### src/rtl/fbp_pkg.sv
package fbp_pkg;
   localparam logic [7:0] CMD_ERASE_ARM  = 8'h20;
   localparam logic [7:0] CMD_ERASE_GO   = 8'hD0;
   localparam logic [7:0] CMD_PROG_BYTE  = 8'h40;
   localparam logic [7:0] CMD_STAT_READ  = 8'h70;
   localparam logic [7:0] CMD_STAT_CLR   = 8'h50;
   localparam logic [7:0] CMD_ARRAY_MODE = 8'hFF;
   localparam int         RDY_BIT        = 7;
   localparam logic [7:0] FAULT_MASK     = 8'h38;
   localparam logic [7:0] BLANK_BYTE     = 8'hFF;

   typedef enum logic [3:0] {
      ST_IDLE, ST_ERASE_ARM, ST_ERASE_GO, ST_PROG_CMD, ST_PROG_WAIT,
      ST_PROG_DATA, ST_STAT_CMD, ST_STAT_RD, ST_STAT_CHK, ST_CLR,
      ST_ARRAY, ST_VFY_RD, ST_VFY_CHK, ST_DONE
   } fbp_state_e;
endpackage

### src/rtl/fbp_cycle_timer.sv
module fbp_cycle_timer #(
   parameter int WAIT = 1
) (
   input  logic clk,
   input  logic rst_n,
   input  logic load,
   input  logic run,
   output logic expired
);
   localparam int            CW     = (WAIT > 1) ? $clog2(WAIT) : 1;
   localparam logic [CW-1:0] RELOAD = CW'(WAIT - 1);

   generate
      if (WAIT < 1) begin : g_bad_wait
         $error("fbp_cycle_timer: WAIT must be at least 1");
      end
   endgenerate

   logic [CW-1:0] cnt_q;

   always_ff @(posedge clk) begin
      if (!rst_n)                   cnt_q <= '0;
      else if (load)                cnt_q <= RELOAD;
      else if (run && cnt_q != '0)  cnt_q <= cnt_q - 1'b1;
   end

   assign expired = (cnt_q == '0);


   tmr_range_chk: assert property (@(posedge clk) disable iff (!rst_n)
      cnt_q <= RELOAD);
endmodule

### src/rtl/fbp_poll_limit.sv
module fbp_poll_limit #(
   parameter int LIMIT = 1000000
) (
   input  logic clk,
   input  logic rst_n,
   input  logic clear,
   input  logic step,
   output logic reached
);
   localparam int           W   = $clog2(LIMIT + 1);
   localparam logic [W-1:0] LIM = W'(LIMIT);

   generate
      if (LIMIT < 1) begin : g_bad_limit
         $error("fbp_poll_limit: LIMIT must be at least 1");
      end
   endgenerate

   logic [W-1:0] cnt_q;

   always_ff @(posedge clk) begin
      if (!rst_n)                  cnt_q <= '0;
      else if (clear)              cnt_q <= '0;
      else if (step && cnt_q != LIM) cnt_q <= cnt_q + 1'b1;
   end

   assign reached = (cnt_q == LIM);


   poll_cap_chk: assert property (@(posedge clk) disable iff (!rst_n)
      cnt_q <= LIM);
endmodule

### src/rtl/fbp_byte_check.sv
module fbp_byte_check (
   input  logic       clk,
   input  logic       rst_n,
   input  logic       clear,
   input  logic       en,
   input  logic [7:0] actual,
   input  logic [7:0] expected,
   output logic       mismatch
);
   logic miss_q;

   always_ff @(posedge clk) begin
      if (!rst_n)                        miss_q <= 1'b0;
      else if (clear)                    miss_q <= 1'b0;
      else if (en && actual != expected) miss_q <= 1'b1;
   end

   assign mismatch = miss_q;


   miss_sticky_chk: assert property (@(posedge clk) disable iff (!rst_n)
      (miss_q && !clear) |=> miss_q);
endmodule

### src/rtl/flash_bank_prog.sv
module flash_bank_prog
   import fbp_pkg::*;
#(
   parameter int ADDR_W     = 13,
   parameter int SETUP_WAIT = 50,
   parameter int POLL_MAX   = 1000000
) (
   input  logic              clk,
   input  logic              rst_n,
   input  logic              start_erase,
   input  logic              start_write,
   output logic              busy,
   output logic              done,
   output logic              err_timeout,
   output logic              err_verify,
   output logic              err_device,
   output logic [ADDR_W-1:0] fl_addr,
   output logic [7:0]        fl_wdata,
   output logic              fl_we,
   output logic              fl_re,
   input  logic [7:0]        fl_rdata,
   output logic [ADDR_W-1:0] src_addr,
   output logic              src_re,
   input  logic [7:0]        src_rdata
);
   localparam logic [ADDR_W-1:0] LAST_IDX = '1;
   localparam logic [ADDR_W-1:0] BASE     = '0;

   generate
      if (ADDR_W < 1 || ADDR_W > 24) begin : g_bad_aw
         $error("flash_bank_prog: ADDR_W out of range");
      end
   endgenerate

   fbp_state_e        state_q, state_d;
   logic [ADDR_W-1:0] idx_q;
   logic              op_wr_q, cap_pend_q;
   logic [7:0]        src_byte_q;
   logic              err_to_q, err_dev_q;

   logic accept, idx_clr, idx_inc, poll_clr, poll_step;
   logic tmr_load, tmr_run, tmr_exp, poll_hit;
   logic chk_en, to_set, dev_set, stat_rdy;
   logic [7:0] vfy_expect;

   assign stat_rdy   = fl_rdata[RDY_BIT];
   assign vfy_expect = op_wr_q ? src_rdata : BLANK_BYTE;

   always_comb begin
      state_d   = state_q;
      accept    = 1'b0;
      idx_clr   = 1'b0;
      idx_inc   = 1'b0;
      poll_clr  = 1'b0;
      poll_step = 1'b0;
      tmr_load  = 1'b0;
      tmr_run   = 1'b0;
      chk_en    = 1'b0;
      to_set    = 1'b0;
      dev_set   = 1'b0;
      fl_addr   = BASE;
      fl_wdata  = '0;
      fl_we     = 1'b0;
      fl_re     = 1'b0;
      src_addr  = idx_q;
      src_re    = 1'b0;
      unique case (state_q)
         ST_IDLE: begin
            if (start_erase || start_write) begin
               accept  = 1'b1;
               idx_clr = 1'b1;
               state_d = start_erase ? ST_ERASE_ARM : ST_PROG_CMD;
            end
         end
         ST_ERASE_ARM: begin
            fl_we    = 1'b1;
            fl_wdata = CMD_ERASE_ARM;
            state_d  = ST_ERASE_GO;
         end
         ST_ERASE_GO: begin
            fl_we    = 1'b1;
            fl_wdata = CMD_ERASE_GO;
            poll_clr = 1'b1;
            state_d  = ST_STAT_CMD;
         end
         ST_PROG_CMD: begin
            fl_we    = 1'b1;
            fl_addr  = idx_q;
            fl_wdata = CMD_PROG_BYTE;
            src_re   = 1'b1;
            tmr_load = 1'b1;
            state_d  = ST_PROG_WAIT;
         end
         ST_PROG_WAIT: begin
            tmr_run = 1'b1;
            if (tmr_exp) state_d = ST_PROG_DATA;
         end
         ST_PROG_DATA: begin
            fl_we    = 1'b1;
            fl_addr  = idx_q;
            fl_wdata = src_byte_q;
            poll_clr = 1'b1;
            state_d  = ST_STAT_CMD;
         end
         ST_STAT_CMD: begin
            fl_we     = 1'b1;
            fl_wdata  = CMD_STAT_READ;
            poll_step = 1'b1;
            state_d   = ST_STAT_RD;
         end
         ST_STAT_RD: begin
            fl_re   = 1'b1;
            state_d = ST_STAT_CHK;
         end
         ST_STAT_CHK: begin
            if (stat_rdy) begin
               dev_set = |(fl_rdata & FAULT_MASK);
               if (op_wr_q && idx_q != LAST_IDX) begin
                  idx_inc = 1'b1;
                  state_d = ST_PROG_CMD;
               end else begin
                  state_d = ST_CLR;
               end
            end else if (poll_hit) begin
               to_set  = 1'b1;
               state_d = ST_CLR;
            end else begin
               state_d = ST_STAT_CMD;
            end
         end
         ST_CLR: begin
            fl_we    = 1'b1;
            fl_wdata = CMD_STAT_CLR;
            state_d  = ST_ARRAY;
         end
         ST_ARRAY: begin
            fl_we    = 1'b1;
            fl_wdata = CMD_ARRAY_MODE;
            idx_clr  = 1'b1;
            state_d  = ST_VFY_RD;
         end
         ST_VFY_RD: begin
            fl_re   = 1'b1;
            fl_addr = idx_q;
            src_re  = op_wr_q;
            state_d = ST_VFY_CHK;
         end
         ST_VFY_CHK: begin
            chk_en = 1'b1;
            if (idx_q == LAST_IDX) begin
               state_d = ST_DONE;
            end else begin
               idx_inc = 1'b1;
               state_d = ST_VFY_RD;
            end
         end
         ST_DONE: state_d = ST_IDLE;
         default: state_d = ST_IDLE;
      endcase
   end

   always_ff @(posedge clk) begin
      if (!rst_n) begin
         state_q    <= ST_IDLE;
         idx_q      <= '0;
         op_wr_q    <= 1'b0;
         cap_pend_q <= 1'b0;
         src_byte_q <= '0;
         err_to_q   <= 1'b0;
         err_dev_q  <= 1'b0;
      end else begin
         state_q    <= state_d;
         cap_pend_q <= (state_q == ST_PROG_CMD);
         if (idx_clr)      idx_q <= '0;
         else if (idx_inc) idx_q <= idx_q + 1'b1;
         if (accept)       op_wr_q <= !start_erase;
         if (cap_pend_q)   src_byte_q <= src_rdata;
         if (accept)       err_to_q <= 1'b0;
         else if (to_set)  err_to_q <= 1'b1;
         if (accept)       err_dev_q <= 1'b0;
         else if (dev_set) err_dev_q <= 1'b1;
      end
   end

   fbp_cycle_timer #(.WAIT(SETUP_WAIT)) u_setup_tmr (
      .clk(clk), .rst_n(rst_n), .load(tmr_load), .run(tmr_run),
      .expired(tmr_exp)
   );

   fbp_poll_limit #(.LIMIT(POLL_MAX)) u_poll (
      .clk(clk), .rst_n(rst_n), .clear(poll_clr), .step(poll_step),
      .reached(poll_hit)
   );

   fbp_byte_check u_vfy (
      .clk(clk), .rst_n(rst_n), .clear(accept), .en(chk_en),
      .actual(fl_rdata), .expected(vfy_expect), .mismatch(err_verify)
   );

   assign busy        = (state_q != ST_IDLE);
   assign done        = (state_q == ST_DONE);
   assign err_timeout = err_to_q;
   assign err_device  = err_dev_q;


   bus_excl_chk: assert property (@(posedge clk) disable iff (!rst_n)
      !(fl_we && fl_re));

   base_only_chk: assert property (@(posedge clk) disable iff (!rst_n)
      (fl_we && fl_addr != BASE) |->
         (state_q == ST_PROG_CMD || state_q == ST_PROG_DATA));

   wait_done_chk: assert property (@(posedge clk) disable iff (!rst_n)
      (state_q == ST_PROG_DATA) |-> $past(tmr_exp));

   done_pulse_chk: assert property (@(posedge clk) disable iff (!rst_n)
      done |=> (!done && !busy));

   op_hold_chk: assert property (@(posedge clk) disable iff (!rst_n)
      busy |=> $stable(op_wr_q));

   clr_rst_chk: assert property (@(posedge clk) disable iff (!rst_n)
      (state_q == ST_CLR) |=> (fl_we && fl_wdata == CMD_ARRAY_MODE));
endmodule

### config.mk
export PLATFORM = sky130hd
export DESIGN_NAME = flash_bank_prog
export DESIGN_NICKNAME = d
export VERILOG_FILES = /design/src/rtl/fbp_pkg.sv /design/src/rtl/fbp_cycle_timer.sv /design/src/rtl/fbp_poll_limit.sv /design/src/rtl/fbp_byte_check.sv /design/src/rtl/flash_bank_prog.sv
export SDC_FILE = /design/constraint.sdc
export NUM_CORES = 1
export LEC_CHECK = 0
export BUFFER_PORTS_ARGS = -buffer_cell sky130_fd_sc_hd__clkbuf_2
export CORE_AREA = 2 2 88 107
export CTS_CLUSTER_DIAMETER = 40
export DETAILED_ROUTE_END_ITERATION = 12
export DIE_AREA = 0 0 90 109
export SLEW_MARGIN = 0
export SYNTH_ARGS = -nofsm -noshare
export SYNTH_HDL_FRONTEND = slang
export SYNTH_HIERARCHICAL = 1
export SYNTH_SLANG_ARGS = --single-unit
### constraint.sdc
create_clock -name clk -period 3.3 [get_ports clk]
set_clock_uncertainty 0.2 [all_clocks]
set_input_delay 0.495 -clock clk [delete_from_list [all_inputs] [get_ports clk]]
set_output_delay 0.495 -clock clk [all_outputs]
set_load 0.1 [all_outputs]
==> impl_metrics.json, run 1 <==
{
  "run_status": "finished clean",
  "synth_cells": 426,
  "rr_startpoint": "state_q[1]$_SDFFE_PN0P_",
  "drt-total-wl_mm": 8.30,
  "maxCapViolCount": 0,
  "ys_warn_count": 6,
  "cts_root_buf": "clkbuf_8",
  "synth_nets": 451,
  "utilization_pct": 45.5,
  "path_clk_slew_ns": 0.11,
  "swShare_pct": 46.8,
  "ys_seq_elements": 56,
  "hold_path_class": "in -> reg",
  "die_w_um": 90,
  "route.met3.wl_um": 418,
  "fin_hold_ws_ns": 0.235,
  "insertion_delay_ns": 0.32,
  "syn_to_final_growth_pct": 16.7,
  "htreeDepth": 2,
  "nets": 506,
  "initial_core_util_pct": 39.0,
  "synth_cell_types": 67,
  "die_h_um": 109,
  "antenna_found_initial": 0,
  "p_leak_uw": 0.00155,
  "dr_total_vias": 3257,
  "overflow": 0,
  "crit_path_start_kind": "flip-flop",
  "tightest_slew_ns": 0.819,
  "tns_ns": 0,
  "p_comb_share_pct": 45.7,
  "post-cts-setup-buffer-count": 0,
  "cts_buffers": 5,
  "viasPerCell": 5.41,
  "path_class": "reg -> out",
  "grt_max_degree": 28,
  "die_area_um2": 9810,
  "synth_area_um2": 3450,
  "crit_fanout": 27,
  "ioPinCount": 62,
  "grt_pass1_vias": 3037,
  "syn_avg_cell_area_um2": 8.09,
  "hold_viol": 0,
  "mostFrequentLayoutCell": "dfxtp_1",
  "clk_path_buf_depth": 2,
  "synthFlopType": "dfxtp_1",
  "first_pass_iters": 4,
  "fp-row-count": 38,
  "fin_cells": 602,
  "cp_data_arrival_time_ns": 2.25,
  "met1Wirelength_mm": 3.70,
  "min_to": "src_byte_q[7]$_SDFFE_PN0P_",
  "core_area_um2": 8840,
  "min_path_cells": 3,
  "cts_resized": 0,
  "synth-edff-count": 0,
  "fin_crit_sh_pct": 89.2,
  "power_frac_seq_pct": 33.8,
  "clkPwrFrac_pct": 20.5,
  "intPower_uw": 1320,
  "post-place-cells": 594,
  "tritoncts": "yes",
  "p_per_area_nw_per_um2": 616,
  "finalCriticalPeriod_ns": 2.94,
  "routedWlPerCell_um": 13.8,
  "max_freq_mhz": 340,
  "dpl.hpwl_mm": 6.11,
  "mostFrequentLayoutCells": "56 x dfxtp_1, 48 x clkbuf_2, 37 x nand2_1, 35 x nor2_1, 32 x a21oi_1",
  "grt.total_usage_pct": 17.5,
  "slew_violations": 0,
  "cts.sinks": 56,
  "cp_data_required_time_ns": 2.60,
  "synth-seq-area-share_pct": 32.5,
  "portBuffers": 61,
  "p_sw_uw": 1160,
  "drcViolationCount": 0,
  "critPathCaptureType": "primary output",
  "ir_drop_v": 0.000668,
  "routed.top_layer": "met4",
  "insertedDiodeCount": 0,
  "cts_hold_buf": 0,
  "drive_gt1_share_pct": 19.9,
  "total_power_uw": 2480,
  "globalplace.congestion": 0.817,
  "grt_pass1_wl_mm": 14.1,
  "setup_viol": 0,
  "synth_async_sr_flop_share_pct": 0,
  "drt-initial-drc-count": 127,
  "routed-wl-met2_mm": 4.00,
  "min_from": "src_rdata[7]",
  "ant_nets": 0,
  "r2r_setup_slack_ns": 0.53,
  "slew-limit-headroom_pct": 45.0,
  "r2r-end": "u_poll/cnt_q[19]$_SDFFE_PP0P_",
  "rsz0062_at_grt": "false",
  "rr_worst_depth": 5
}
cell usage after synthesis, types with 3 or more instances:
| master | count | area, µm² |
|---|---|---|
| clkbuf_1 | 11 | 41.3 |
| a31oi_1 | 3 | 18.8 |
| inv_1 | 11 | 41.3 |
| nand3_1 | 9 | 45.0 |
| buf_2 | 4 | 20.0 |
| o21ai_0 | 17 | 85.1 |
| or2_2 | 3 | 18.8 |
| a21o_1 | 6 | 45.0 |
| dfxtp_1 | 56 | 1120 |
| nor4_1 | 3 | 18.8 |
| a211oi_1 | 3 | 22.5 |
| xor2_1 | 4 | 35.0 |
| nand4_1 | 9 | 56.3 |
| o31ai_1 | 11 | 82.6 |
| nand2b_1 | 15 | 93.8 |
| xnor2_1 | 13 | 114 |
| nor2_1 | 35 | 131 |
| nor2b_1 | 18 | 113 |
| ha_1 | 5 | 62.6 |
| a21oi_1 | 32 | 160 |
| or3_1 | 9 | 56.3 |
| o41ai_1 | 3 | 26.3 |
| nor3_1 | 12 | 60.1 |
| mux2i_1 | 11 | 110 |
| and2_1 | 15 | 93.8 |
| or4_1 | 16 | 120 |
| nand2_1 | 37 | 139 |
worst max-delay path by stage:
stage / startpoint / to / cells past startpoint / slack (ns)
5_1_grt: state_q[3]$_SDFFE_PN0P_ / fl_wdata[3] / 4 / 0.13
4_1_cts: state_q[3]$_SDFFE_PN0P_ / fl_wdata[2] / 4 / 0.33
3_3_place_gp: state_q[1]$_SDFFE_PN0P_ / u_poll/cnt_q[19]$_SDFFE_PP0P_ / 5 / 0.65
3_5_place_dp: state_q[1]$_SDFFE_PN0P_ / u_poll/cnt_q[19]$_SDFFE_PP0P_ / 5 / 0.58
6_report: state_q[3]$_SDFFE_PN0P_ / fl_wdata[2] / 4 / 0.36
2_1_floorplan: state_q[2]$_SDFFE_PN0P_ / fl_wdata[5] / 4 / 0.02
state kept, by name (all words and copies together), names as in the netlist:
name	cells
u_poll/cnt_q	20
src_addr	13
src_byte_q	8
u_setup_tmr/cnt_q	6
state_q	4
cap_pend_q	1
err_device	1
err_timeout	1
op_wr_q	1
u_vfy/mismatch	1
critical path, cell delays in order (launching register included):
cell and delay [ns]:
dfxtp_1 0.85, nand2_1 0.19, nor2_1 0.31, a21o_1 0.13, clkbuf_2 0.45
power by group through the flow:
| stage | Combinational, µW | Clock, µW | Sequential (µW) |
|---|---|---|---|
| 5_1_grt | 1230 | 550 | 851 |
| 3_3_place_gp | 1120 | 0 | 848 |
| 4_1_cts | 1130 | 520 | 834 |
| 2_1_floorplan | 982 | 0 | 777 |
| 3_5_place_dp | 1130 | 0 | 850 |
| 6_report | 1130 | 507 | 837 |
per-layer routing:
| layer | track usage, % | up-vias |
|---|---|---|
| li1 | - | 1661 |
| met1 | 20.9 | 1505 |
| met2 | 31.1 | 76 |
| met3 | 3.59 | 15 |
| met4 | 6.48 | 0 |
| met5 | 0 | - |
final cells by class:
cell class | instances | area, µm²
fill | 940 | 4820
sequential | 56 | 1120
inverter | 11 | 41.3
clock buffer | 7 | 96.3
timing repair buffer | 68 | 390
clock inverter | 1 | 30.0
multi-input combinational | 339 | 2190
tap | 120 | 150
logic make-up (layout without fill, tap and decap cells):
kind of cell / after synthesis / after routing / share of synthesized area [%]
AND/OR/NAND/NOR: 210 / 210 / 36.0
adder cells (fa/ha/maj): 5 / 5 / 1.81
buffers and inverters: 31 / 87 / 4.06
flip-flops: 56 / 56 / 32.5
AO/OA/AOI/OAI: 95 / 95 / 17.8
multiplexers: 12 / 12 / 3.52
XOR/XNOR: 17 / 17 / 4.32
through the flow:
step | instance area, µm² | worst slack (ns)
final | 4020 | 0.356
after global routing | 4020 | 0.126
after global placement | 3900 | 0.651
after CTS | 4020 | 0.328
after floorplan | 3450 | 0.0167
after detailed placement | 3900 | 0.582
(Power assumes the default switching activity.)
==> inputs of run 2 (changes only) <==
CORE_AREA = 2 2 107 89   (was 2 2 88 107)
DIE_AREA = 0 0 109 91   (was 0 0 90 109)
==> impl_metrics.json, run 2 (same netlist as run 1, synthesis figures left out) <==
{
  "tritoncts": "yes",
  "finalCriticalPeriod_ns": 3.02,
  "largest_reg_flops": 20,
  "insertedDiodeCount": 0,
  "crit_path_start_kind": "flip-flop",
  "cp_data_arrival_time_ns": 2.33,
  "viasPerCell": 5.45,
  "die_h_um": 91,
  "routedWlPerCell_um": 14.0,
  "tns_ns": 0,
  "fillerInstances": 874,
  "mostFrequentLayoutCells": "56 x dfxtp_1, 48 x clkbuf_2, 37 x nand2_1, 35 x nor2_1, 32 x a21oi_1",
  "post-cts-setup-buffer-count": 0,
  "critPathCaptureType": "primary output",
  "cts_resized": 0,
  "hold_path_class": "in -> reg",
  "routed.top_layer": "met4",
  "drt-total-wl_mm": 8.38,
  "post-place-ws_ns": 0.543,
  "globalplace.congestion": 0.803,
  "run_status": "finished clean",
  "route.met3.wl_um": 382,
  "die_w_um": 109,
  "die_area_um2": 9920,
  "routed-wl-met2_mm": 3.57,
  "drt-initial-drc-count": 133,
  "ioPinCount": 62,
  "cts_hold_buf": 0,
  "cts.sinks": 56,
  "p_leak_uw": 0.00156,
  "clk_path_buf_depth": 2,
  "fin_crit_sh_pct": 91.5,
  "r2r_setup_slack_ns": 0.46,
  "slew-limit-headroom_pct": 43.7,
  "worst_slack_ns": 0.279,
  "max_freq_mhz": 331,
  "antenna_found_initial": 0,
  "drcViolationCount": 0,
  "hold_viol": 0,
  "syn_to_final_growth_pct": 16.9,
  "dpl.hpwl_mm": 6.17,
  "nets": 508,
  "path_class": "reg -> out",
  "mostFrequentLayoutCell": "dfxtp_1",
  "portBuffers": 61,
  "slew_violations": 0,
  "ant_nets": 0,
  "utilization_pct": 45.8,
  "cts_root_buf": "clkbuf_8",
  "htreeDepth": 2,
  "min_path_cells": 3,
  "tightest_slew_ns": 0.838,
  "dr_total_vias": 3263,
  "drive_gt1_share_pct": 20.2,
  "cts_buffers": 5,
  "core_area_um2": 8800,
  "overflow": 0,
  "first_pass_iters": 5,
  "met1Wirelength_mm": 4.34,
  "crit_fanout": 15,
  "initial_core_util_pct": 39.2,
  "grt_pass1_wl_mm": 14.1,
  "grt_max_degree": 22,
  "regMostFlops": "u_poll/cnt_q",
  "rsz0062_at_grt": "false",
  "p_per_area_nw_per_um2": 614,
  "cp_data_required_time_ns": 2.60,
  "grt_pass1_vias": 2921,
  "setup_viol": 0,
  "rr_worst_depth": 6,
  "fp-row-count": 31,
  "ir_drop_v": 0.000633,
  "maxCapViolCount": 0,
  "grt.total_usage_pct": 17.4,
  "path_clk_slew_ns": 0.11,
  "insertion_delay_ns": 0.31
}
run 2: per-layer routing:
metal	GRT usage [%]	vias to the layer above
li1	-	1663
met1	26.7	1515
met2	25.3	78
met3	2.51	7
met4	3.85	0
met5	0	-
run 2: area by class of cell:
| cell class | instances | area (µm²) | share of cell area, % |
|---|---|---|---|
| inverters | 11 | 41.3 | 1.02 |
| clock buffers | 7 | 96.3 | 2.39 |
| clock inverters | 1 | 30.0 | 0.745 |
| repair buffers | 70 | 405 | 10.1 |
| multi-input cells | 339 | 2190 | 54.4 |
| well taps | 115 | 144 | 3.57 |
| flip-flops and latches | 56 | 1120 | 27.8 |
run 2: per-stage QoR:
| stage | instances | hold slack, ns | power, µW | instance area (µm²) |
|---|---|---|---|---|
| floorplan | 426 | 0.249 | 1760 | 3450 |
| global placement | 591 | 0.254 | 1970 | 3910 |
| detailed placement | 591 | 0.259 | 1980 | 3910 |
| CTS | 599 | 0.251 | 2480 | 4030 |
| global route | 599 | 0.278 | 2620 | 4030 |
| finish | 599 | 0.257 | 2480 | 4030 |
run 2: power breakdown:
| group | switching [µW] | internal, µW |
|---|---|---|
| logic | 820 | 332 |
| registers | 102 | 722 |
| clock network | 232 | 268 |
run 2: worst paths after layout:
path	startpoint	end
worst max-delay path	state_q[1]$_SDFFE_PN0P_	fl_addr[7]
worst min-delay path	src_rdata[1]	src_byte_q[1]$_SDFFE_PN0P_
worst max register to register	state_q[2]$_SDFFE_PN0P_	u_poll/cnt_q[19]$_SDFFE_PP0P_
worst min register to register	u_vfy/mismatch$_SDFFE_PP0P_	u_vfy/mismatch$_SDFFE_PP0P_
run 2: critical path, cell delays in order, from the launching register on:
cell and delay (ns):
dfxtp_1 0.63, nor2b_1 0.23, a21oi_1 0.06, nor2b_1 0.57, and2_1 0.23, buf_4 0.29
==> inputs of run 3 (changes only) <==
CORE_AREA = 2 2 92 76   (was 2 2 107 89)
DIE_AREA = 0 0 94 78   (was 0 0 109 91)
PLACE_DENSITY = 0.78   (was default)
==> impl_metrics.json, run 3 (same netlist as run 1, synthesis figures left out) <==
{
  "insertion_delay_ns": 0.31,
  "slowest_delay_ns": 0.87,
  "final_cell_area_um2": 3900,
  "rsz0062_at_grt": "false",
  "setup_viol": 0,
  "seq_area_um2": 1120,
  "fin_hold_ws_ns": 0.251,
  "clk_path_buf_depth": 2,
  "mostFrequentLayoutCell": "clkbuf_2",
  "rr_worst_depth": 6,
  "nets": 504,
  "slew_violations": 0,
  "hold_viol": 0,
  "crit_path_top_delay_cell": "dfxtp_1",
  "core_area_um2": 6340,
  "portBuffers": 61,
  "hold_path_class": "reg -> reg",
  "regMostFlops": "u_poll/cnt_q",
  "clkPwrFrac_pct": 17.0,
  "syn_to_final_growth_pct": 13.1,
  "intPower_uw": 1210,
  "grt_pass1_vias": 3019,
  "fin_cells": 564,
  "p_per_area_nw_per_um2": 606,
  "min_from": "u_vfy/mismatch$_SDFFE_PP0P_",
  "grt_use_met1_pct": 32.7,
  "cp_data_arrival_time_ns": 2.36,
  "maxCapViolCount": 0,
  "globalplace.congestion": 0.850,
  "insertedDiodeCount": 0,
  "grt_max_degree": 28,
  "cts_root_buf": "clkbuf_8",
  "first_pass_iters": 5,
  "p_leak_uw": 0.00151,
  "cp_cell_sequence": "nand2_1, nor2_1, a21o_1, clkbuf_2",
  "rr_startpoint": "u_poll/cnt_q[7]$_SDFFE_PP0P_",
  "grt.total_usage_pct": 22.9,
  "crit_fanout": 27,
  "r2r_setup_slack_ns": 0.61,
  "drt-total-wl_mm": 8.11,
  "cp_data_required_time_ns": 2.60,
  "overflow": 0,
  "path_class": "reg -> out",
  "cts_buffers": 5,
  "cp_num_buf_inv": 1,
  "post-place-cells": 556,
  "min_path_cells": 2,
  "mostFrequentLayoutCells": "61 x clkbuf_2, 56 x dfxtp_1, 37 x nand2_1, 35 x nor2_1, 32 x a21oi_1",
  "place_area_um2": 3800,
  "max_freq_mhz": 327,
  "drcViolationCount": 0,
  "finalCriticalPeriod_ns": 3.05,
  "drive_gt1_share_pct": 19.6,
  "antenna_found_initial": 0,
  "tritoncts": "yes",
  "cpLargestDelayFamily": "flip-flops",
  "crit_path_start_kind": "flip-flop",
  "grt-busiest-layer": "met2",
  "fillerInstances": 604,
  "die_area_um2": 7330,
  "post-place-ws_ns": 0.484,
  "p_sw_uw": 1150,
  "fp-row-count": 26,
  "met3_usage_pct": 3.79,
  "met2_usage_pct": 36.7,
  "dpl.hpwl_mm": 5.98,
  "power_frac_seq_pct": 33.9,
  "die_h_um": 78,
  "routedWlPerCell_um": 14.4,
  "multi_input_comb_area_um2": 2200,
  "r2r-end": "state_q[1]$_SDFFE_PN0P_",
  "initial_core_util_pct": 54.4,
  "die_w_um": 94,
  "fin_crit_sh_pct": 92.6,
  "dr_total_vias": 3341,
  "slew-limit-headroom_pct": 42.9,
  "ant_nets": 0,
  "htreeDepth": 2,
  "ioPinCount": 62,
  "post-cts-setup-buffer-count": 0,
  "critPathCaptureType": "primary output",
  "drt-initial-drc-count": 153,
  "cts.sinks": 56,
  "min_to": "u_vfy/mismatch$_SDFFE_PP0P_",
  "largest_reg_flops": 20,
  "ir_drop_v": 0.000768,
  "viasPerCell": 5.92,
  "tightest_slew_ns": 0.850,
  "run_status": "finished clean",
  "swShare_pct": 48.6,
  "grt_pass1_wl_mm": 13.9,
  "p_comb_share_pct": 49.1,
  "tns_ns": 0,
  "path_clk_slew_ns": 0.10,
  "worst_slack_ns": 0.246
}
run 3: final cells by class:
class / count / area share [%]
Multi-Input combinational cell: 339 / 56.3
Tap cell: 84 / 2.69
Sequential cell: 56 / 28.7
Inverter: 11 / 1.06
Clock inverter: 1 / 0.192
Clock buffer: 7 / 2.21
Timing Repair Buffer: 66 / 8.79
run 3: worst max path at each step:
stage | startpoint | endpoint | slack (ns) | depth (start not counted)
global route | state_q[3]$_SDFFE_PN0P_ | fl_wdata[2] | 0.07 | 4
CTS | state_q[3]$_SDFFE_PN0P_ | fl_addr[3] | 0.13 | 5
detailed placement | state_q[3]$_SDFFE_PN0P_ | fl_addr[3] | 0.48 | 5
floorplan | state_q[2]$_SDFFE_PN0P_ | fl_wdata[5] | 0.02 | 4
finish | state_q[3]$_SDFFE_PN0P_ | fl_wdata[2] | 0.25 | 4
global placement | state_q[3]$_SDFFE_PN0P_ | fl_addr[3] | 0.57 | 5
run 3: repair_timing:
item | in CTS | in global routing
endpoints found under the hold margin | 0 | 0
setup endpoints to repair | 0 | 13
resized for setup | 0 | 1
hold buffers | 0 | 0
run 3: tightest hold or removal path, stage by stage (launching register included):
cell	delay [ns]
dfxtp_1	0.32
nand2_1	0.05
nand2_1	0.04
run 3: power groups by stage:
stage | Sequential [µW] | Combinational [µW] | Clock (µW)
final | 801 | 1160 | 401
after global routing | 810 | 1240 | 440
after CTS | 799 | 1150 | 407
after detailed placement | 813 | 1150 | 0
after global placement | 811 | 1130 | 0
after floorplan | 777 | 982 | 0
run 3: metrics by stage:
stage / total power (µW) / util [%]
global route: 2490 / 61.5
detailed placement: 1960 / 60.0
global placement: 1940 / 60.0
CTS: 2360 / 61.4
floorplan: 1760 / -
finish: 2360 / 61.5
run 3: per-layer routing:
layer  up-vias  share of wire (%)
met5         -                  0
met1      1582                 49
li1       1657                  -
met2        98                 46
met3         4                4.9
met4         0               0.49
